File: src/rtl/tune_pll_pkg.sv
package tune_pll_pkg;

    localparam int REF_CW = 7;

    typedef enum logic [1:0] {
        PF_RELEASED = 2'd0,
        PF_LEAD_OSC = 2'd1,
        PF_LEAD_REF = 2'd2
    } pfd_state_t;

    typedef enum logic [1:0] {
        DV_DIRECT  = 2'd0,
        DV_SWALLOW = 2'd1,
        DV_MAIN    = 2'd2
    } div_state_t;

    // crystal ticks per reference period for each rate code
    function automatic logic [REF_CW-1:0] ref_ratio(input logic [2:0] code);
        logic [REF_CW-1:0] r;
        unique case (code)
            3'd0: r = 7'd75;
            3'd1: r = 7'd25;
            3'd2: r = 7'd24;
            3'd3: r = 7'd15;
            3'd4: r = 7'd12;
            3'd5: r = 7'd6;
            default: r = 7'd3;
        endcase
        return r;
    endfunction

endpackage

File: src/rtl/tpl_ref_div.sv
module tpl_ref_div
    import tune_pll_pkg::*;
(
    input  logic       clk,
    input  logic       rst_n,
    input  logic       hold,
    input  logic       xtal_tick,
    input  logic [2:0] sel,
    output logic       ref_tick
);
    logic [REF_CW-1:0] cnt, cnt_n;
    logic              tick_n;

    always_comb begin
        cnt_n  = cnt;
        tick_n = 1'b0;
        if (xtal_tick) begin
            if (cnt == '0) begin
                tick_n = 1'b1;
                cnt_n  = ref_ratio(sel) - 7'd1;
            end else begin
                cnt_n = cnt - 7'd1;
            end
        end
    end

    always_ff @(posedge clk or negedge rst_n) begin
        if (!rst_n) begin
            cnt      <= '0;
            ref_tick <= 1'b0;
        end else if (hold) begin
            cnt      <= '0;
            ref_tick <= 1'b0;
        end else begin
            cnt      <= cnt_n;
            ref_tick <= tick_n;
        end
    end
endmodule

File: src/rtl/tpl_lo_div.sv
module tpl_lo_div
    import tune_pll_pkg::*;
#(
    parameter int NW = 12
) (
    input  logic          clk,
    input  logic          rst_n,
    input  logic          hold,
    input  logic          lo_tick,
    input  logic          band_fm,
    input  logic [NW-1:0] div_n,
    output logic          div_tick
);
    localparam int AW = 4;
    localparam int PW = 5;
    localparam logic [PW-1:0] PRE_END17 = 5'd16;
    localparam logic [PW-1:0] PRE_END16 = 5'd15;

    div_state_t    st, st_n;
    logic [PW-1:0] pc, pc_n;
    logic [NW-1:0] m_left, m_n;
    logic [AW-1:0] a_left, a_n;
    logic          term;

    always_comb begin
        st_n = st;
        pc_n = pc;
        m_n  = m_left;
        a_n  = a_left;
        term = 1'b0;
        if (lo_tick) begin
            unique case (st)
                DV_DIRECT: begin
                    if (m_left <= NW'(1)) term = 1'b1;
                    else                  m_n  = m_left - NW'(1);
                end
                DV_SWALLOW, DV_MAIN: begin
                    if (pc == ((st == DV_SWALLOW) ? PRE_END17 : PRE_END16)) begin
                        pc_n = '0;
                        if (m_left <= NW'(1)) begin
                            term = 1'b1;
                        end else begin
                            m_n = m_left - NW'(1);
                            if (st == DV_SWALLOW) begin
                                a_n = a_left - 4'd1;
                                if (a_left == 4'd1) st_n = DV_MAIN;
                            end
                        end
                    end else begin
                        pc_n = pc + 5'd1;
                    end
                end
                default: st_n = DV_DIRECT;
            endcase
            if (term) begin
                pc_n = '0;
                if (band_fm) begin
                    m_n  = {{AW{1'b0}}, div_n[NW-1:AW]};
                    a_n  = div_n[AW-1:0];
                    st_n = (div_n[AW-1:0] != '0) ? DV_SWALLOW : DV_MAIN;
                end else begin
                    m_n  = div_n;
                    a_n  = '0;
                    st_n = DV_DIRECT;
                end
            end
        end
    end

    always_ff @(posedge clk or negedge rst_n) begin
        if (!rst_n) begin
            st       <= DV_DIRECT;
            pc       <= '0;
            m_left   <= NW'(1);
            a_left   <= '0;
            div_tick <= 1'b0;
        end else if (hold) begin
            st       <= DV_DIRECT;
            pc       <= '0;
            m_left   <= NW'(1);
            a_left   <= '0;
            div_tick <= 1'b0;
        end else begin
            st       <= st_n;
            pc       <= pc_n;
            m_left   <= m_n;
            a_left   <= a_n;
            div_tick <= term;
        end
    end
endmodule

File: src/rtl/tpl_pfd.sv
module tpl_pfd
    import tune_pll_pkg::*;
(
    input  logic       clk,
    input  logic       rst_n,
    input  logic       hold,
    input  logic       ref_tick,
    input  logic       div_tick,
    input  logic       xtal_tick,
    input  logic [1:0] dz_sel,
    input  logic       unlock_clr,
    output logic       eo_drive,
    output logic       eo_level,
    output logic       unlock_flag
);
    pfd_state_t st, st_n;
    logic [1:0] wid, wid_n;
    logic [1:0] tk, tk_n;
    logic [2:0] tk_inc;
    logic       lead;
    logic       unlock_set;

    always_comb begin
        st_n = st;
        unique case (st)
            PF_RELEASED: begin
                if (div_tick && !ref_tick)      st_n = PF_LEAD_OSC;
                else if (ref_tick && !div_tick) st_n = PF_LEAD_REF;
            end
            PF_LEAD_OSC: if (ref_tick) st_n = PF_RELEASED;
            PF_LEAD_REF: if (div_tick) st_n = PF_RELEASED;
            default:     st_n = PF_RELEASED;
        endcase
    end

    assign lead   = (st != PF_RELEASED);
    assign tk_inc = {1'b0, tk} + {2'b00, xtal_tick};

    always_comb begin
        wid_n      = 2'd0;
        tk_n       = 2'd0;
        unlock_set = lead && (tk_inc >= 3'd2);
        if (lead && (st_n == st)) begin
            wid_n = (wid == 2'd3) ? wid : wid + 2'd1;
            tk_n  = (tk_inc >= 3'd2) ? 2'd2 : tk_inc[1:0];
        end
    end

    always_ff @(posedge clk or negedge rst_n) begin
        if (!rst_n) begin
            st  <= PF_RELEASED;
            wid <= '0;
            tk  <= '0;
        end else if (hold) begin
            st  <= PF_RELEASED;
            wid <= '0;
            tk  <= '0;
        end else begin
            st  <= st_n;
            wid <= wid_n;
            tk  <= tk_n;
        end
    end

    always_ff @(posedge clk or negedge rst_n) begin
        if (!rst_n)                   unlock_flag <= 1'b0;
        else if (unlock_set && !hold) unlock_flag <= 1'b1;
        else if (unlock_clr)          unlock_flag <= 1'b0;
    end

    always_comb begin
        eo_drive = lead && (wid >= dz_sel) && !hold;
        eo_level = eo_drive && (st == PF_LEAD_OSC);
    end
endmodule

File: src/rtl/tune_pll_core.sv
module tune_pll_core #(
    parameter int NW = 12
) (
    input  logic          clk,
    input  logic          rst_n,
    input  logic          pll_hold,
    input  logic          xtal_tick,
    input  logic          lo_tick,
    input  logic          band_fm,
    input  logic [2:0]    ref_sel,
    input  logic [NW-1:0] div_n,
    input  logic [1:0]    dz_sel,
    input  logic          unlock_clr,
    output logic          eo_drive,
    output logic          eo_level,
    output logic          unlock_flag,
    output logic          ref_tick_o,
    output logic          div_tick_o
);
    tpl_ref_div u_ref (
        .clk      (clk),
        .rst_n    (rst_n),
        .hold     (pll_hold),
        .xtal_tick(xtal_tick),
        .sel      (ref_sel),
        .ref_tick (ref_tick_o)
    );

    tpl_lo_div #(.NW(NW)) u_div (
        .clk     (clk),
        .rst_n   (rst_n),
        .hold    (pll_hold),
        .lo_tick (lo_tick),
        .band_fm (band_fm),
        .div_n   (div_n),
        .div_tick(div_tick_o)
    );

    tpl_pfd u_pfd (
        .clk        (clk),
        .rst_n      (rst_n),
        .hold       (pll_hold),
        .ref_tick   (ref_tick_o),
        .div_tick   (div_tick_o),
        .xtal_tick  (xtal_tick),
        .dz_sel     (dz_sel),
        .unlock_clr (unlock_clr),
        .eo_drive   (eo_drive),
        .eo_level   (eo_level),
        .unlock_flag(unlock_flag)
    );
endmodule

File: config.mk
export PLATFORM = sky130hd
export DESIGN_NAME = tune_pll_core
export DESIGN_NICKNAME = d
export VERILOG_FILES = /design/src/rtl/tune_pll_pkg.sv /design/src/rtl/tpl_ref_div.sv /design/src/rtl/tpl_lo_div.sv /design/src/rtl/tpl_pfd.sv /design/src/rtl/tune_pll_core.sv
export SDC_FILE = /design/constraint.sdc
export NUM_CORES = 1
export LEC_CHECK = 0
export BUFFER_PORTS_ARGS = -buffer_cell sky130_fd_sc_hd__buf_2
export CORE_MARGIN = 2
export CORE_UTILIZATION = 45
export DETAILED_ROUTE_END_ITERATION = 12
export PLACE_DENSITY = 0.64
export SLEW_MARGIN = 20
export SYNTH_ARGS = -nofsm -noshare
export SYNTH_HDL_FRONTEND = slang
export SYNTH_SLANG_ARGS = --single-unit
File: constraint.sdc
create_clock -name clk -period 3.7 [get_ports clk]
set_input_delay 0.37 -clock clk [delete_from_list [all_inputs] [get_ports clk]]
set_output_delay 0.37 -clock clk [all_outputs]
set_load 0.01 [all_outputs]
==> flow_summary.yaml <==
yosys:
  ys_ff_latch: 39
  yosysWarnings: 0
  synth_edf_count: 0
  yosys-top-cells-area: "dfrtp_1, ha_1, o21ai_0"
  ys.flop_type: "dfrtp_1"
  postSynthAreaPerCell_um2: 8.611
  seq_area_frac_synth_pct: 34.28
  synth_area_um2: 2850
  postSynthCellCount: 331
  syn-num-nets: 370
  synth_most_common_cell: "dfrtp_1"
  synth_top_area_share_pct: 33.36
  yosys.area.top_type: "dfrtp_1"
  async_flop_share_pct: 100.0
  yosys-top-cells-count: "dfrtp_1, nor2_1, o21ai_0"
  synth_cell_types: 62
die:
  start_util_pct: 47.30
  die_w_um: 83.59
  die-area_um2: 6986
  die_y_um: 83.59
  core_area_um2: 6026
  num_rows: 28
  io_pins: 29
placed_design:
  dp_hpwl_um: 4744
  port_buffers: 28
  gp_congestion: 0.8427
  place_area_um2: 3024
global_routing:
  track_usage_pct: 19.17
  grt-busiest-layer: "met2"
  use_met1_pct: 27.01
  grt_pass1_wl_um: 11210
  use_met3_pct: 4.055
  grt.met2_usage_pct: 30.40
  antenna_found_initial: 0
  grt-ovfl-total: 0
  grt_pass1_vias: 2309
  grt_max_degree: 40
cts:
  cts_buffer_depth: 2
  clock_latency_ns: 0.29
  postCtsSetupRepairBufs: 0
  cts_tree: "done"
  ctsHoldBuffers: 0
  cts_root_buf: "clkbuf_8"
  ctsHtreeMaxLevel: 2
  clkSlewWorstSetupHoldPaths_ns: 0.08
  cts_resized: 0
  cts-buffers-inserted: 5
  numClockSinks: 39
routing:
  avgViaCountPerCell: 5.902
  vias: 2532
  avgRoutedWirePerCell_um: 14.93
  firstDrtPassIters: 4
  wirelength_um: 6407
  dr.first_iter.drc_count: 235
  ant_nets: 0
  drc: 0
timing:
  setup_tns_ns: 0
  finalSetupViolCount: 0
  slew_viol_final: 0
  finClkSkew_ns: 0.005815
  post-route-period-util_pct: 79.77
  period_minus_slack_ns: 2.952
  rsz0062_at_grt: "no"
  tightest_slew_ns: 0.8792
  slew_headroom_pct: 41.38
  hold_viol: 0
  fmax_mhz: 338.8
  hold-worst-slack_ns: 0.1852
outcome:
  outcome: "complete, no violations"
setup_path:
  reg2reg_slack_ns: 0.75
  crit_chain: "or4_1 > or4_1 > nor3_4 > mux2_2 > a21oi_1 > o31a_1"
  arrival_ns: 3.18
  start_kind: "register"
  end_kind: "register"
  cp_slowest_cell: "or4_1"
  crit_type: "register to register"
  crit_required_ns: 3.92
  timing.critical_path.mode_cell: "or4_1"
  cp_max_fo: 15
  cp_slowest_stage_delay_ns: 0.69
power_and_ir_drop:
  leakage_nw: 1.350
  ir_drop_mv: 0.3140
  power.density_nw_per_um2: 725.5
final_layout:
  final_layout_size_suffix_gt1_share_pct: 16.67
  syn_to_final_growth_pct: 9.306
  post-route-util_pct: 51.70
  diodes: 0
  nNetsFinal: 392
  final_cell_area_um2: 3115
job:
  maxCapViolations: 0
hold_path:
  hp-class: "input port to asynchronous set/reset pin"
kinds of logic after synthesis:
kind of cell / share of synthesized area [%]
mux: 6.014
buf+inv: 5.399
simple gates: 24.93
flops: 34.28
fa+ha+maj: 6.585
compound gates: 21.25
xor+xnor: 1.537
worst max-delay path: cells and delay by family, from the launching register on:
kind | cells | cell delay [ns]
simple gates | 3 | 1.78
compound gates | 2 | 0.28
mux | 1 | 0.39
flops | 1 | 0.43
power breakdown:
group / switching (mW) / leakage [nW] / internal [mW]
logic: 0.787 / 0.773 / 0.531
clock network: 0.148 / 0.0482 / 0.151
registers: 0.108 / 0.529 / 0.535
total: 1.04 / 1.35 / 1.22
registers in the layout, summed over array words and instances, names as in the netlist, 2 cells and up:
name and cells:
u_div.m_left 12, u_ref.cnt 7, u_div.pc 5, u_div.a_left 4
u_div.st 2, u_pfd.st 2, u_pfd.tk 2, u_pfd.wid 2
final cells by class:
type | count | area (um^2)
fillers | 590 | 2910
multi-input cells | 257 | 1719
flip-flops and latches | 39 | 977.2
repair buffers | 31 | 162.7
well taps | 75 | 93.84
clock buffers | 7 | 86.33
inverters | 19 | 71.32
clock inverters | 1 | 5.005
placed cells by master, fill, tap and decap left out, types with 3 or more instances in the layout:
| cell type | Yosys | routed |
|---|---|---|
| nand2_1 | 21 | 21 |
| mux2_2 | 9 | 9 |
| a21oi_1 | 28 | 28 |
| nor2_1 | 32 | 32 |
| nor3_1 | 17 | 17 |
| o21a_1 | 5 | 5 |
| dfrtp_1 | 38 | 38 |
| nor4_1 | 8 | 8 |
| buf_4 | 1 | 3 |
| nor2b_1 | 3 | 3 |
| mux2i_1 | 7 | 7 |
| nand4_1 | 4 | 4 |
| o21ai_0 | 30 | 30 |
| nor3b_1 | 3 | 3 |
| a31oi_1 | 5 | 5 |
| nand2b_1 | 6 | 6 |
| o31ai_1 | 3 | 3 |
| or4_1 | 5 | 5 |
| nand3_1 | 4 | 4 |
| ha_1 | 15 | 15 |
| o31a_1 | 3 | 3 |
| xnor2_1 | 3 | 3 |
| inv_1 | 19 | 19 |
| buf_2 | 3 | 28 |
| nand3b_1 | 3 | 3 |
| clkbuf_8 | 0 | 6 |
path summary, 6_finish.rpt:
path	startpoint	end	cells after the start
worst max-delay path	u_div.m_left[4]$_DFFE_PN0P_	u_div.a_left[1]$_DFFE_PN0P_	6
max in group asynchronous	rst_n	u_div.m_left[1]$_DFFE_PN0P_	1
worst min-delay path	rst_n	u_div.m_left[8]$_DFFE_PN0P_	1
worst max register to register	u_div.m_left[4]$_DFFE_PN0P_	u_div.a_left[1]$_DFFE_PN0P_	6
worst min register to register	u_div.div_tick$_DFF_PN0_	u_pfd.st[1]$_DFF_PN0_	1
min in group clk	unlock_clr	u_pfd.unlock_flag$_DFFE_PN0P_	2
layer usage:
| layer | vias to the layer above | wire length, um | share of wire (%) |
|---|---|---|---|
| li1 | 1259 | - | - |
| met4 | 0 | 80 | 1.2 |
| met3 | 10 | 245 | 3.8 |
| met5 | - | 0 | 0 |
| met2 | 49 | 2991 | 47 |
| met1 | 1214 | 3090 | 48 |
per-stage QoR:
stage,power (mW),instances,worst slack (ns)
CTS,2.263,429,0.7633
detailed placement,1.954,421,0.7724
floorplan,1.722,331,1.100
global route,2.479,429,0.5674
finish,2.260,429,0.7484
global placement,1.949,421,0.8133
Power figures use the tool's default switching activity.
